`src/rtl/s2m_pkg.sv`:
```
package s2m_pkg;
  localparam int WORD_W      = 32;
  localparam int APP_WORDS   = 5;
  localparam int ST_DONE_BIT = 31;
  localparam int ST_SOF_BIT  = 27;
  localparam int ST_EOF_BIT  = 26;

  typedef enum logic [2:0] {
    S_IDLE,
    S_RD_NEXT,
    S_RD_BUF,
    S_RD_LEN,
    S_RD_STS,
    S_DATA,
    S_WR_APP,
    S_WR_STS
  } walk_state_e;
endpackage

```
`src/rtl/s2m_app_capture.sv`:
```
module s2m_app_capture
  import s2m_pkg::*;
#(
  parameter int NW = APP_WORDS,
  parameter int W  = WORD_W
) (
  input  logic                  clk_i,
  input  logic                  rst_ni,
  input  logic                  valid_i,
  input  logic [W-1:0]          data_i,
  input  logic                  last_i,
  output logic [NW-1:0][W-1:0]  app_o,
  output logic                  err_o
);
  localparam int CW = $clog2(NW + 1);

  logic [CW-1:0]         idx_q;
  logic [NW-1:0][W-1:0]  stage_q;
  logic [NW-1:0][W-1:0]  app_q;
  logic                  err_q;
  logic                  commit;

  assign commit = valid_i && last_i && (idx_q == CW'(NW - 1));

  always_ff @(posedge clk_i or negedge rst_ni) begin
    if (!rst_ni) begin
      idx_q   <= '0;
      stage_q <= '0;
      app_q   <= '0;
      err_q   <= 1'b0;
    end else begin
      err_q <= valid_i && last_i && (idx_q != CW'(NW - 1));
      if (valid_i) begin
        for (int w = 0; w < NW; w++)
          if (idx_q == CW'(w)) stage_q[w] <= data_i;
        if (last_i)                 idx_q <= '0;
        else if (idx_q != CW'(NW))  idx_q <= idx_q + CW'(1);
      end
      if (commit)
        for (int w = 0; w < NW; w++)
          app_q[w] <= (idx_q == CW'(w)) ? data_i : stage_q[w];
    end
  end

  assign app_o = app_q;
  assign err_o = err_q;

  // error only after a terminating word, and never alters committed words
  assert_err_after_last_R8: assert property (@(posedge clk_i) disable iff (!rst_ni)
    err_o |-> $past(valid_i && last_i));
  assert_err_keeps_app_R8: assert property (@(posedge clk_i) disable iff (!rst_ni)
    err_o |-> $stable(app_o));
endmodule

```
`src/rtl/s2m_walker.sv`:
```
module s2m_walker
  import s2m_pkg::*;
#(
  parameter int AW = 32,
  parameter int LW = 23,
  parameter int NW = APP_WORDS
) (
  input  logic                       clk_i,
  input  logic                       rst_ni,
  input  logic                       run_i,
  input  logic                       cur_load_i,
  input  logic [AW-1:0]              cur_addr_i,
  input  logic                       tail_set_i,
  input  logic [AW-1:0]              tail_addr_i,
  input  logic                       s_valid_i,
  input  logic [WORD_W-1:0]          s_data_i,
  input  logic                       s_last_i,
  output logic                       s_ready_o,
  input  logic [NW-1:0][WORD_W-1:0]  app_i,
  output logic                       mem_req_o,
  output logic                       mem_we_o,
  output logic [AW-1:0]              mem_addr_o,
  output logic [WORD_W-1:0]          mem_wdata_o,
  input  logic                       mem_ack_i,
  input  logic [WORD_W-1:0]          mem_rdata_i,
  output logic                       cmpl_o,
  output logic                       idle_o,
  output logic                       halted_o
);
  localparam int IW = $clog2(NW);

  walk_state_e   st_q;
  logic [AW-1:0] cur_q, tail_q, next_q, buf_q;
  logic [LW-1:0] len_q, cnt_q;
  logic [IW-1:0] app_idx_q;
  logic          sof_q, eof_q, idle_q, halted_q, cmpl_q;

  logic [AW-1:0]     tail_eff;
  logic [WORD_W-1:0] sts_word;
  logic              beat_ok, beat_end;

  assign tail_eff = tail_set_i ? tail_addr_i : tail_q;
  assign s_ready_o = (st_q == S_DATA) && run_i && mem_ack_i;
  assign beat_ok   = s_valid_i && s_ready_o;
  assign beat_end  = s_last_i || ((cnt_q + LW'(1)) == len_q);

  always_comb begin
    sts_word = '0;
    sts_word[LW-1:0]    = cnt_q;
    sts_word[ST_DONE_BIT] = 1'b1;
    sts_word[ST_SOF_BIT]  = sof_q;
    sts_word[ST_EOF_BIT]  = eof_q;
  end

  always_comb begin
    mem_req_o   = 1'b0;
    mem_we_o    = 1'b0;
    mem_addr_o  = cur_q;
    mem_wdata_o = '0;
    unique case (st_q)
      S_RD_NEXT: mem_req_o = 1'b1;
      S_RD_BUF: begin
        mem_req_o  = 1'b1;
        mem_addr_o = cur_q + AW'(4);
      end
      S_RD_LEN: begin
        mem_req_o  = 1'b1;
        mem_addr_o = cur_q + AW'(8);
      end
      S_RD_STS: begin
        mem_req_o  = 1'b1;
        mem_addr_o = cur_q + AW'(12);
      end
      S_DATA: begin
        mem_req_o   = s_valid_i && run_i;
        mem_we_o    = 1'b1;
        mem_addr_o  = buf_q + AW'({cnt_q, 2'b00});
        mem_wdata_o = s_data_i;
      end
      S_WR_APP: begin
        mem_req_o   = 1'b1;
        mem_we_o    = 1'b1;
        mem_addr_o  = cur_q + AW'(16) + AW'({app_idx_q, 2'b00});
        mem_wdata_o = app_i[app_idx_q];
      end
      S_WR_STS: begin
        mem_req_o   = 1'b1;
        mem_we_o    = 1'b1;
        mem_addr_o  = cur_q + AW'(12);
        mem_wdata_o = sts_word;
      end
      default: ;
    endcase
  end

  always_ff @(posedge clk_i or negedge rst_ni) begin
    if (!rst_ni) begin
      st_q      <= S_IDLE;
      cur_q     <= '0;
      tail_q    <= '0;
      next_q    <= '0;
      buf_q     <= '0;
      len_q     <= '0;
      cnt_q     <= '0;
      app_idx_q <= '0;
      sof_q     <= 1'b1;
      eof_q     <= 1'b0;
      idle_q    <= 1'b0;
      halted_q  <= 1'b1;
      cmpl_q    <= 1'b0;
    end else begin
      cmpl_q <= 1'b0;
      if (tail_set_i) tail_q <= tail_addr_i;
      if (tail_set_i || cur_load_i) idle_q <= 1'b0;
      unique case (st_q)
        S_IDLE:
          if (run_i && !idle_q && !halted_q && !cur_load_i) st_q <= S_RD_NEXT;
        S_RD_NEXT:
          if (mem_ack_i) begin
            next_q <= mem_rdata_i[AW-1:0];
            st_q   <= S_RD_BUF;
          end
        S_RD_BUF:
          if (mem_ack_i) begin
            buf_q <= mem_rdata_i[AW-1:0];
            st_q  <= S_RD_LEN;
          end
        S_RD_LEN:
          if (mem_ack_i) begin
            len_q <= mem_rdata_i[LW-1:0];
            st_q  <= S_RD_STS;
          end
        S_RD_STS:
          if (mem_ack_i) begin
            cnt_q <= '0;
            eof_q <= 1'b0;
            if (mem_rdata_i[ST_DONE_BIT]) begin
              halted_q <= 1'b1;
              st_q     <= S_IDLE;
            end else if (len_q == '0) begin
              st_q <= S_WR_STS;
            end else begin
              st_q <= S_DATA;
            end
          end
        S_DATA:
          if (beat_ok) begin
            cnt_q <= cnt_q + LW'(1);
            if (beat_end) begin
              eof_q     <= s_last_i;
              app_idx_q <= '0;
              st_q      <= s_last_i ? S_WR_APP : S_WR_STS;
            end
          end
        S_WR_APP:
          if (mem_ack_i) begin
            app_idx_q <= app_idx_q + IW'(1);
            if (app_idx_q == IW'(NW - 1)) st_q <= S_WR_STS;
          end
        S_WR_STS:
          if (mem_ack_i) begin
            cmpl_q <= eof_q;
            sof_q  <= eof_q;
            eof_q  <= 1'b0;
            cur_q  <= next_q;
            if (cur_q == tail_eff) begin
              idle_q <= 1'b1;
              st_q   <= S_IDLE;
            end else begin
              st_q <= S_RD_NEXT;
            end
          end
        default: st_q <= S_IDLE;
      endcase
      if (cur_load_i) begin
        cur_q    <= cur_addr_i;
        halted_q <= 1'b0;
      end
    end
  end

  assign cmpl_o   = cmpl_q;
  assign idle_o   = idle_q;
  assign halted_o = halted_q;

  assert_fill_bound_R1: assert property (@(posedge clk_i) disable iff (!rst_ni)
    beat_ok |-> (cnt_q < len_q));
  assert_sof_first_R3: assert property (@(posedge clk_i) disable iff (!rst_ni)
    (st_q == S_WR_STS && mem_ack_i && !eof_q) |=> !sof_q);
  assert_cmpl_after_eof_R4: assert property (@(posedge clk_i) disable iff (!rst_ni)
    cmpl_o |-> $past(st_q == S_WR_STS && eof_q));
  assert_halt_stops_R5: assert property (@(posedge clk_i) disable iff (!rst_ni)
    halted_q |-> (st_q == S_IDLE));
  assert_ready_gate_R6: assert property (@(posedge clk_i) disable iff (!rst_ni)
    s_ready_o |-> (!idle_q && !halted_q));
  assert_idle_after_wb_R6: assert property (@(posedge clk_i) disable iff (!rst_ni)
    $rose(idle_q) |-> $past(st_q == S_WR_STS));
  assert_tail_race_R9: assert property (@(posedge clk_i) disable iff (!rst_ni)
    (st_q == S_WR_STS && mem_ack_i && tail_set_i && cur_q != tail_addr_i && !cur_load_i)
      |=> !idle_q);
endmodule

```
`src/rtl/s2m_desc_filler.sv`:
```
module s2m_desc_filler
  import s2m_pkg::*;
#(
  parameter int AW = 32,
  parameter int LW = 23
) (
  input  logic              clk_i,
  input  logic              rst_ni,
  input  logic              run_i,
  input  logic              cur_load_i,
  input  logic [AW-1:0]     cur_addr_i,
  input  logic              tail_set_i,
  input  logic [AW-1:0]     tail_addr_i,
  input  logic              s_valid_i,
  input  logic [WORD_W-1:0] s_data_i,
  input  logic              s_last_i,
  output logic              s_ready_o,
  input  logic              ctl_valid_i,
  input  logic [WORD_W-1:0] ctl_data_i,
  input  logic              ctl_last_i,
  output logic              ctl_err_o,
  output logic              mem_req_o,
  output logic              mem_we_o,
  output logic [AW-1:0]     mem_addr_o,
  output logic [WORD_W-1:0] mem_wdata_o,
  input  logic              mem_ack_i,
  input  logic [WORD_W-1:0] mem_rdata_i,
  output logic              cmpl_o,
  output logic              idle_o,
  output logic              halted_o
);
  logic [APP_WORDS-1:0][WORD_W-1:0] app_words;

  s2m_app_capture #(.NW(APP_WORDS), .W(WORD_W)) u_app (
    .clk_i   (clk_i),
    .rst_ni  (rst_ni),
    .valid_i (ctl_valid_i),
    .data_i  (ctl_data_i),
    .last_i  (ctl_last_i),
    .app_o   (app_words),
    .err_o   (ctl_err_o)
  );

  s2m_walker #(.AW(AW), .LW(LW), .NW(APP_WORDS)) u_walk (
    .clk_i       (clk_i),
    .rst_ni      (rst_ni),
    .run_i       (run_i),
    .cur_load_i  (cur_load_i),
    .cur_addr_i  (cur_addr_i),
    .tail_set_i  (tail_set_i),
    .tail_addr_i (tail_addr_i),
    .s_valid_i   (s_valid_i),
    .s_data_i    (s_data_i),
    .s_last_i    (s_last_i),
    .s_ready_o   (s_ready_o),
    .app_i       (app_words),
    .mem_req_o   (mem_req_o),
    .mem_we_o    (mem_we_o),
    .mem_addr_o  (mem_addr_o),
    .mem_wdata_o (mem_wdata_o),
    .mem_ack_i   (mem_ack_i),
    .mem_rdata_i (mem_rdata_i),
    .cmpl_o      (cmpl_o),
    .idle_o      (idle_o),
    .halted_o    (halted_o)
  );
endmodule

```
`config.mk`:
```
export PLATFORM = sky130hd
export DESIGN_NAME = s2m_desc_filler
export DESIGN_NICKNAME = d
export VERILOG_FILES = /design/src/rtl/s2m_pkg.sv /design/src/rtl/s2m_app_capture.sv /design/src/rtl/s2m_walker.sv /design/src/rtl/s2m_desc_filler.sv
export SDC_FILE = /design/constraint.sdc
export NUM_CORES = 1
export LEC_CHECK = 0
export BUFFER_PORTS_ARGS = -buffer_cell sky130_fd_sc_hd__buf_2
export CAP_MARGIN = 20
export CORE_ASPECT_RATIO = 1.25
export CORE_MARGIN = 1.5
export CORE_UTILIZATION = 54
export CTS_CLUSTER_DIAMETER = 60
export DETAILED_ROUTE_END_ITERATION = 8
export GPL_TIMING_DRIVEN = 0
export PLACE_DENSITY = 0.81
export SYNTH_ARGS = -nofsm -noshare
export SYNTH_HDL_FRONTEND = slang
export SYNTH_SLANG_ARGS = --single-unit
```
`constraint.sdc`:
```
create_clock -name clk_i -period 4.02 [get_ports clk_i]
set_input_delay 0.603 -clock clk_i [delete_from_list [all_inputs] [get_ports clk_i]]
set_output_delay 0.603 -clock clk_i [all_outputs]
set_load 0.01 [all_outputs]
```
After elaboration in Yosys (flattened, before gate mapping)
Cells that the tools add are included.
- bits of input ports: 170
- output and inout bits: 71
- bits in registers: 509
- reductions and logical operators: 40
- add/sub/neg operators: 9
- magnitude comparators: 1
- eq/ne operators: 27
- muxes and demuxes: 53
- operator list (kind ; count):
    32-bit two-way mux ; 10
    32-bit case mux with 5 select lines ; 1
    32-bit binary-select mux with 3-bit select ; 1
    32-bit case mux with 3 select lines ; 1
    32-bit by 4-bit adder with 32-bit output (second input constant) ; 2
    3-bit two-way mux ; 16
    23-bit two-way mux ; 2
    23-bit case mux with 2 select lines ; 1
    32-bit by 25-bit adder with 32-bit output ; 1
    32-bit by 3-bit adder with 32-bit output (second input constant) ; 1
    32-bit by 5-bit adder with 32-bit output ; 1
    32-bit by 5-bit adder with 32-bit output (second input constant) ; 1
    32-bit == test ; 1
    3-bit case mux with 8 select lines ; 1
    23-bit by 1-bit adder with 23-bit output (second input constant) ; 1
    23-bit == test ; 1
    23-bit logical NOT ; 1
    3-bit == test (second input constant) ; 6
    1-bit two-way mux ; 16
    2-bit nonzero test ; 8
    3-bit by 2-bit == test with 1-bit output (second input constant) ; 4
    2-bit inequality test (second input constant) ; 6
    2-bit AND reduction ; 6
    1-bit logical AND ; 10
    17 further kinds ; 31

Depth between registers and ports, before layout
Gate-level depths: netlist of the first run.
- depth after elaboration: 6
- gate-level depth with buffers: 16
- gate-level depth less buffers: 13

By module
A second synthesis of the first run with hierarchy kept.
- cell total of the unflattened synthesis: 2275
- area, all modules: 25700.9 µm²
- by module, submodules not included (module ; times used ; area each (µm²) ; cells an instance ; seq. area each (µm²)):
    s2m_walker ; 1 ; 14373.8 ; 1566 ; 4631.9
    s2m_app_capture ; 1 ; 11327.1 ; 709 ; 7307.0

Worst setup path after synthesis of the first run
No wires, ideal clock.
- path kind: register to output
- start: register u_walk.st_q[2]
- end: output port mem_addr_o[16]
- required time: 3417 ps
- data arrival time: 3766 ps
- cell stages (with the launch flop): 14
- path slack: -349 ps
- buffers on the path: 3
- cell sequence: dfrtp_1 clkbuf_1 buf_1 clkbuf_1 and3_1 inv_1 fa_1 nand3b_1 nor3_1 mux2i_1 a21oi_1 a22oi_1 or4_1 o211ai_1
- cells in the longest elaborated chain, start to end: 3
- RTL lines (what ; line ; text):
    from (decl) ; s2m_walker.sv:32 ; walk_state_e st_q;
    from (signal assigned) ; s2m_walker.sv:152 ; st_q <= s_last_i ? S_WR_APP : S_WR_STS;
    3-bit == test ; s2m_walker.sv:60 ; unique case (st_q)
    2-bit OR reduction (no line) ; -- ;
    32-bit case mux with 5 select lines * ; s2m_walker.sv:60 ;
    to (decl) ; s2m_desc_filler.sv:24 ; output logic [AW-1:0] mem_addr_o,
Every way passes the cells marked *; elsewhere a longest branch is shown, timed or not.

Final worst setup path of the first run
- start: register u_walk.st_q[2]
- end: output port mem_addr_o[24]
Same word-level chain as after synthesis.

==> reports/qor.txt, run 1 <==
Worst-path clk slew: 0.06 ns
WL met1: 33.88 mm
Setup violators final: 27
Most frequent cells in the layout: dfrtp_1 (469), mux2_2 (368), buf_2 (241)
Pwr Density: 706.4 mW/mm^2
Worst R2R Path Depth: 10
Gpl congestion: 1.004
Largest net degree at the start of global routing: 134
Critical path buffers and inverters: 8
Leading cell type in the layout, fill and taps excluded: dfrtp_1
#FFs+latches synth: 477
Cells along the critical path: clkbuf_8, buf_12, clkbuf_16, and3_4, inv_2, fa_2, nand3b_1, buf_4, nor3_4, buf_6, buf_6, nand3_2, o21a_1, a21oi_4, o22ai_2, a311oi_1, o21ai_1, buf_2
Worst R2R Start: u_walk.cnt_q[0]
Setup crit end kind: primary output
First DRT Iteration DRCs: 1,979
Total CTS buffers: 48
Worst slew pin tran: 1.230 ns
Asr flop ratio synth: 100.0%
Final Skew: 0.03378 ns
Initial antenna violation count: 5
Number of port buffers: 238
Detailed Route WL: 95.25 mm
Vias per std cell: 6.458
Global-route wire length before repair: 140.1 mm
Rel. slew slack: 17.67%
DR vias: 21,881
Syn Area/Cell: 10.93 sq um
GRT Total Usage: 39.26%
Die height: 246.6 microns
R2r endpoint: u_walk.st_q[0]
Most common cell on crit path: buf_6
Horiz. Die Dim: 197.9 microns
Netlist cell types: 82
Mapped cell area: 0.02564 sq mm
Hold Path Class: in2async
Post-Synthesis Cells: 2,346
Routed Antenna Nets: 0
Maximum net fanout on the critical path: 6
Nets: 2,925
Uppermost layer routed: met5
DRC Markers: 0
Overflow after GRT: 0
Final worst path period share: 117.6%
Violated checks: setup timing
RSZ-0062 raised after global routing: true
Cell family with most CP delay: buffers and inverters
Utilization after layout: 65.86%
Layout cells sized above 1: 35.21%
Setup Total Neg Slack: -10.76 ns
Req. time, crit path: 3.42 ns
Initial Utilization: 54.55%
Number of global-route vias before repair: 22,375
Max stage delay on crit path: 0.41 ns
Worst Path Class, Setup: reg2out
Leakage power total: 13.56 nW
Die area: 0.04880 sq mm
Synth warn: 0
Layout Cells excl Fill: 3,388
Seq/Total Area, Yosys: 46.57%
Clock buffer depth: 3
I/O pin cnt: 241
CP Launch Type: flip-flop
Area grow syn2layout: 20.72%
Mapped Nets: 2,558
Top_reg_cell synth: dfrtp_1
Post-DP HPWL: 70.96 mm
Critical-path top delay cell: dfrtp_1
Maximum vdd ir drop: 565.7 uV
TritonCTS clock tree: built
Core region area: 0.04699 sq mm
Final Worst Setup Slack: -0.7061 ns
Core Rows: 89
Overall Power: 21.86 mW
Fin crit period: 4.726 ns
Fillcell total: 3,608
Clk_lat worst skew: 0.62 ns
Slew Limit Fails: 0
Worst EP arrival: 4.12 ns
Routed len/inst: 28.11 microns
EDFF count, synth: 0
DR WL met2: 45.99 mm
Final Hold Fails: 0
# H-tree levels: 2
# placed instances: 3,232
CTS Sinks: 477
DR pass1 iterations: 6
R2R Setup Slk: 0.19 ns
Clock root buffer master: clkbuf_16
Maxcap violations: 0
Met3 WL: 6.643 mm
Max Clock Freq: 211.6 MHz
Status: finished, violations left
-- report_power, final --
part | switching [mW] | internal, mW
combinational | 5.28 | 4.10
sequential | 1.32 | 6.56
clock | 2.01 | 2.58
-- worst reg2reg max path, delay by kind of cell, from the launching register on --
kind | cells | cell delay, ns
flip-flops | 1 | 0.49
buffers and inverters | 2 | 0.37
multiplexers | 1 | 0.24
AND/OR/NAND/NOR | 4 | 1.61
AO/OA/AOI/OAI | 2 | 0.72
adder cells (fa/ha/maj) | 1 | 0.29
-- metal layers --
layer  track usage, %  up-vias
li1                 -     9354
met1            44.19    10910
met2            66.07     1191
met3            7.009      418
met4            30.42        8
met5                0        -
-- layout make-up --
cell class	count	area, sq um	area share, %
clock inverters	15	211.5	0.6832
clock buffers	71	1408	4.548
repair buffers	326	2064	6.671
well taps	637	797.0	2.575
plain buffers	152	732.0	2.365
diodes	2	5.005	0.01617
inverters	39	156.4	0.5054
multi-input cells	1669	13630	44.03
flip-flops and latches	477	11950	38.60
-- cells in the mapped netlist (9+ instances only) --
library cell / count / area [sq um]
dfrtp_1: 475 / 11890
mux2_2: 369 / 4155
nand2_1: 209 / 784.5
o21ai_0: 164 / 820.8
clkbuf_1: 129 / 484.2
nor2_1: 120 / 450.4
mux2i_1: 101 / 1011
a21oi_1: 81 / 405.4
nand3_1: 50 / 250.2
xor2_1: 46 / 402.9
a22oi_1: 43 / 322.8
xnor2_1: 40 / 350.3
ha_1: 39 / 488.0
inv_1: 37 / 138.9
nor3_1: 36 / 180.2
mux4_2: 32 / 720.7
nand4_1: 31 / 193.9
buf_1: 27 / 101.4
o22a_1: 26 / 227.7
nor4_1: 24 / 150.1
and3_1: 20 / 125.1
o22ai_1: 20 / 125.1
a31oi_1: 17 / 106.4
o31ai_1: 15 / 112.6
nor2b_1: 13 / 81.33
a21o_1: 11 / 82.58
o211ai_1: 11 / 82.58
a211oi_1: 9 / 67.56
and2_1: 9 / 56.30
nand2b_1: 9 / 56.30
-- worst max-delay path by stage --
stage               cells after the start           start  slack, ns                 to
floorplan                              16  u_walk.st_q[0]     -0.008     mem_addr_o[30]
global placement                        1          rst_ni      -6.74  u_app.stage_q[94]
detailed placement                     16  u_walk.st_q[0]      -1.99     mem_addr_o[24]
CTS                                    18  u_walk.st_q[0]      -0.71     mem_addr_o[16]
global route                           18  u_walk.st_q[2]      -0.74     mem_addr_o[24]
finish                                 18  u_walk.st_q[2]      -0.71     mem_addr_o[24]
-- stage by stage --
stage	hold slack (ns)	instance area, sq um	setup slack, ns
after floorplan	0.3074	25660	-0.008172
after global placement	0.4574	27650	-6.743
after detailed placement	0.4653	27840	-1.994
after CTS	0.08842	30400	-0.7135
after global routing	0.1219	30940	-0.7415
final	0.04875	30950	-0.7061
-- kinds of logic (layout without fill, tap and decap cells) --
kind of cell    Yosys count  in the layout  share of synthesized area, %
simple gates            555            555                         10.22
mux                     502            502                         22.96
compound gates          483            483                         12.16
flops                   477            477                         46.57
buf+inv                 200            603                         2.972
xor+xnor                 86             86                         2.938
fa+ha+maj                43             43                         2.177
other cells               0              2                             0
-- sequential cells by signal (all words and copies together) (netlist names) --
signal and count:
u_app.app_o 160, u_app.stage_q 128, u_walk.buf_q 32, u_walk.cur_q 32, u_walk.next_q 32, u_walk.tail_q 32, u_walk.cnt_q 23, u_walk.len_q 23
u_app.idx_q 3, u_walk.app_idx_q 3, u_walk.st_q 3, u_app.err_o 1, u_walk.cmpl_o 1, u_walk.eof_q 1, u_walk.halted_o 1, u_walk.idle_o 1
u_walk.sof_q 1
-- timing repair --
item | 4_1_cts | 5_1_grt
pin swaps | 35 | 49
hold buffers | 0 | 0
buffers inserted | 44 | 32
setup endpoints to repair | 51 | 53
resized for setup | 159 | 112
No activity file was read; power rests on OpenSTA's default activity.
==> inputs of run 2 (changes only) <==
- PLACE_DENSITY: 0.81 -> 0.78
==> run 2 against run 1 <==
First-iteration DRC count is 0.76% higher. Cell area is 1.5% higher. Register-to-register slack better by 0.31 ns. Power is 4.4% higher. The run ends with hold timing, setup timing left. Routed wire length is 2.9% higher. Sequential power is 0.8% higher. Cell count is 0.35% higher.
==> reports/qor.txt, run 2 (same netlist as run 1, synthesis figures left out) <==
Status: finished, violations left
Violated checks: hold timing, setup timing
Critical-path top delay cell: or4_1
Final Skew: 0.01260 ns
Hold Path Class: in2async
Die height: 246.6 microns
CTS Hold Bufs: 0
Max Clock Freq: 222.9 MHz
Finished layout cell area: 0.03143 sq mm
Worst-path clk slew: 0.06 ns
Layout cells sized above 1: 36.53%
Initial Utilization: 54.55%
Number of global-route vias before repair: 22,281
CTS Sinks: 477
Horiz. Die Dim: 197.9 microns
Leakage power total: 13.80 nW
First DRT Iteration DRCs: 1,994
Most frequent cells in the layout: dfrtp_1 (468), mux2_2 (368), buf_2 (239)
Maximum vdd ir drop: 460.1 uV
TritonCTS clock tree: built
Final Hold Fails: 1
Routed Antenna Nets: 0
I/O pin cnt: 241
Nets: 2,933
Pre-CTS WS: -2.253 ns
Final hold slack: -0.0009465 ns
Cells along the critical path: clkbuf_8, clkbuf_16, nand2_2, and3_4, inv_2, fa_2, nand3b_1, buf_6, nor3_4, buf_6, mux2i_1, a21oi_1, a22oi_2, or4_1, o211ai_1, buf_2
Worst slew pin tran: 1.093 ns
DR vias: 22,003
Fin crit period: 4.485 ns
Die area: 0.04880 sq mm
Detailed Route WL: 98.05 mm
Routed len/inst: 28.84 microns
RSZ-0062 raised after global routing: true
Overflow after GRT: 0
GRT Total Usage: 40.23%
Setup crit end kind: primary output
Worst EP arrival: 3.88 ns
Total CTS buffers: 50
Gpl congestion: 1.018
Vias per std cell: 6.471
Largest net degree at the start of global routing: 128
Slew Limit Fails: 0
Req. time, crit path: 3.42 ns
Worst Path Class, Setup: reg2out
Setup Total Neg Slack: -7.889 ns
Number of port buffers: 238
Max reg flops: 160
Core Rows: 89
Clk_lat worst skew: 0.63 ns
Pwr Density: 726.1 mW/mm^2
Critical path buffers and inverters: 6
Maximum net fanout on the critical path: 4
Clock buffer depth: 3
Post-DP HPWL: 72.69 mm
Clock root buffer master: clkbuf_16
Most common cell on crit path: buf_6
Placed Instance Area: 0.02784 sq mm
Core region area: 0.04699 sq mm
Final Worst Setup Slack: -0.4655 ns
Setup violators final: 25
Utilization after layout: 66.88%
# H-tree levels: 2
Max stage delay on crit path: 0.48 ns
DR pass1 iterations: 5
Initial antenna violation count: 4
Cell family with most CP delay: simple AND/OR/NAND/NOR gates
R2R Setup Slk: 0.50 ns
Maxcap violations: 0
DRC Markers: 0
Final worst path period share: 111.6%
Global-route wire length before repair: 142.5 mm
Area grow syn2layout: 22.59%
Rel. slew slack: 27.13%
CP Launch Type: flip-flop
Leading cell type in the layout, fill and taps excluded: dfrtp_1
==> run 2: area by class of cell <==
type	count	area, sq um
Clock inverter	31	511.7
Antenna cell	1	2.502
Tap cell	637	797.0
Buffer	148	715.7
Inverter	39	161.4
Multi-Input combinational cell	1669	13740
Clock buffer	62	1388
Timing Repair Buffer	336	2163
Fill cell	3597	15560
Sequential cell	477	11950
==> run 2: power breakdown <==
part	internal [mW]	total (mW)	switching (mW)	leakage [nW]
sequential	6.56	7.95	1.39	5.97
clock	3.14	5.27	2.13	0.918
combinational	4.20	9.60	5.39	6.91
total	13.9	22.8	8.91	13.8
==> run 2: what timing repair did <==
action / CTS / global route
endpoints found under the setup margin: 54 / 54
setup buffers: 42 / 48
resized for setup: 177 / 137
endpoints found under the hold margin: 0 / 0
pin swaps: 35 / 53
==> run 2: worst paths after layout <==
path	depth (start not counted)	to	start
worst max register to register	9	u_walk.st_q[0]	u_walk.cnt_q[0]
min in group clk_i	3	u_walk.cur_q[24]	cur_addr_i[24]
max in group asynchronous	4	u_app.app_o[28]	rst_ni
worst min register to register	2	u_app.app_o[104]	u_app.app_o[104]
worst min-delay path	1	u_walk.cur_q[1]	rst_ni
worst max-delay path	16	mem_addr_o[16]	u_walk.st_q[0]
==> run 2: routing by layer <==
layer  global-route usage (%)  routed length [microns]  vias up
li1                         -                        -     9358
met1                    44.37                    34020    10962
met2                    67.94                    47510     1255
met3                    7.625                     7092      424
met4                    32.20                     9397        4
met5                        0                       34        -
==> run 2: per-stage QoR <==
stage | power [mW] | hold slack [ns] | cells
2_1_floorplan | 12.77 | 0.3074 | 2346
3_3_place_gp | 15.72 | 0.4577 | 3221
3_5_place_dp | 16.15 | 0.4678 | 3231
4_1_cts | 22.17 | 0.05543 | 3361
5_1_grt | 23.67 | 0.09186 | 3399
6_report | 22.82 | -0.0009465 | 3400
==> inputs of run 3 (changes only) <==
- SKIP_LAST_GASP: not set -> 1
==> run 3 against run 2 <==
The run ends with setup timing left. Setup slack got worse by 0.16 ns. Cell area fell by 0.60%. Power decreased by 0.21%. Hold slack better by 0.0015 ns. Critical path type unchanged. Critical endpoint is now mem_addr_o[24].
==> reports/qor.txt, run 3 (same netlist as run 1, synthesis figures left out) <==
Status: finished, violations left
Violated checks: setup timing
Pre-CTS WS: -2.253 ns
DR pass1 iterations: 6
CP Launch Type: flip-flop
GRT Total Usage: 40.22%
# H-tree levels: 2
Final Skew: 0.009171 ns
Number of port buffers: 238
Cells along the critical path: buf_8, buf_12, buf_12, and3_4, inv_2, fa_2, nand3b_1, buf_6, nor3_4, buf_6, a21oi_2, o21a_1, a21oi_4, o22ai_2, a311oi_1, o21ai_1, buf_2
Setup crit end kind: primary output
Leading cell type in the layout, fill and taps excluded: dfrtp_1
Number of global-route vias before repair: 22,272
Uppermost layer routed: met5
Core region area: 0.04699 sq mm
First DRT Iteration DRCs: 1,988
RSZ-0062 raised after global routing: true
Int Pwr: 13.89 mW
CTS Sinks: 477
Vias per std cell: 6.473
Layout cells sized above 1: 35.83%
Area of the multi-input gates: 0.01367 sq mm
Gpl congestion: 1.018
Largest net degree at the start of global routing: 128
Worst Path Class, Setup: reg2out
Nets: 2,923
Clock Power Share: 23.1%
Routed len/inst: 28.88 microns
Max reg flops: 160
Horiz. Die Dim: 197.9 microns
DR WL met2: 47.27 mm
Slew Limit Fails: 0
Critical-path top delay cell: dfrtp_1
Max stage delay on crit path: 0.39 ns
Max Clock Freq: 215.5 MHz
Clock buffer depth: 3
Global-route wire length before repair: 142.5 mm
Die height: 246.6 microns
Overflow after GRT: 0
Initial Utilization: 54.55%
Pwr Density: 728.9 mW/mm^2
I/O pin cnt: 241
Area grow syn2layout: 21.86%
Fillcell total: 3,638
Maximum vdd ir drop: 460.3 uV
Worst EP arrival: 4.04 ns
DRC Markers: 0
Fin crit period: 4.641 ns
Final worst path period share: 115.4%
Initial antenna violation count: 4
Post-DP HPWL: 72.69 mm
DR vias: 21,938
Switch Pwr: 8.885 mW
Final Worst Setup Slack: -0.6208 ns
Die area: 0.04880 sq mm
Maximum net fanout on the critical path: 8
Total CTS buffers: 50
Final Hold Fails: 0
Worst slew pin tran: 1.219 ns
Routed Antenna Nets: 0
Most frequent cells in the layout: dfrtp_1 (469), mux2_2 (368), buf_2 (240)
Seq. cell area: 0.01195 sq mm
Rel. slew slack: 18.41%
Core Rows: 89
Clock root buffer master: clkbuf_16
Leakage power total: 13.66 nW
TritonCTS clock tree: built
Maxcap violations: 0
Clk_lat worst skew: 0.63 ns
Seq pwr share: 34.9%
Diode count: 0
Hold Path Class: in2async
Met3 WL: 6.791 mm
Sw Share: 39.02%
Share of total power in combinational logic: 42.0%
Setup violators final: 26
Detailed Route WL: 97.89 mm
WL met1: 34.25 mm
Worst-path clk slew: 0.06 ns
Req. time, crit path: 3.42 ns
Final hold slack: 0.0005537 ns
run 3: cell count changes in the layout (fill, tap and decap cells not counted), sizes merged:
cell	delta
buf	-14
clkbuf	+4
diode	-1
run 3: path summary, 6_finish.rpt:
| path | from | endpoint | slack [ns] | cells after the start |
|---|---|---|---|---|
| setup / recovery | u_walk.st_q[2] | mem_addr_o[24] | -0.62 | 17 |
| setup reg to reg | u_walk.cnt_q[1] | u_walk.st_q[0] | 0.50 | 9 |
| hold reg to reg | u_app.app_o[104] | u_app.app_o[104] | 0.48 | 2 |
| max in group asynchronous | rst_ni | u_app.app_o[28] | 2.08 | 4 |
| min in group clk_i | cur_addr_i[24] | u_walk.cur_q[24] | 0.18 | 3 |
| hold / removal | rst_ni | u_walk.cur_q[1] | 0.0006 | 1 |
run 3: power groups by stage:
stage	logic [mW]	clock network, mW	registers (mW)
2_1_floorplan	5.46	0	7.31
6_report	9.56	5.27	7.94
3_5_place_dp	8.29	0	7.87
3_3_place_gp	7.99	0	7.73
4_1_cts	8.95	5.30	7.86
5_1_grt	10.0	5.50	8.08
run 3: area by class of cell:
cell class	instances	share of cell area, %
inverters	39	0.5167
clock inverters	31	1.638
flip-flops and latches	477	38.24
repair buffers	324	6.493
clock buffers	62	4.442
plain buffers	150	2.363
well taps	637	2.551
multi-input cells	1669	43.75
run 3: through the flow:
step | std cells | area, sq um | utilization, % | power [mW] | TNS [ns]
2_1_floorplan | 2346 | 25660 | - | 12.77 | -0.008172
4_1_cts | 3361 | 30670 | 65.28 | 22.12 | -13.49
3_5_place_dp | 3231 | 27840 | 59.25 | 16.15 | -40.68
5_1_grt | 3389 | 31240 | 66.48 | 23.62 | -12.70
3_3_place_gp | 3221 | 27650 | 58.83 | 15.72 | -3210.99
6_report | 3389 | 31240 | 66.48 | 22.77 | -10.37
run 3: timing repair:
item / in CTS / in global routing
setup buffers: 42 / 39
hold buffers: 0 / 0
setup endpoints to repair: 54 / 54
resized for setup: 166 / 116
pin swaps: 34 / 54
run 3: critical path: cells and delay by family (launching register included):
kind,cells,cell delay (ns)
DFF,1,0.39
buffers and inverters,7,0.92
and+or+nand+nor,3,0.55
adders and majority gates,1,0.33
AOI/OAI and AO/OA,6,1.22
run 3: routing by layer:
layer	vias up	GRT usage, %
li1	9341	-
met1	10924	44.63
met2	1232	67.82
met3	435	7.296
met4	6	32.20
met5	-	0
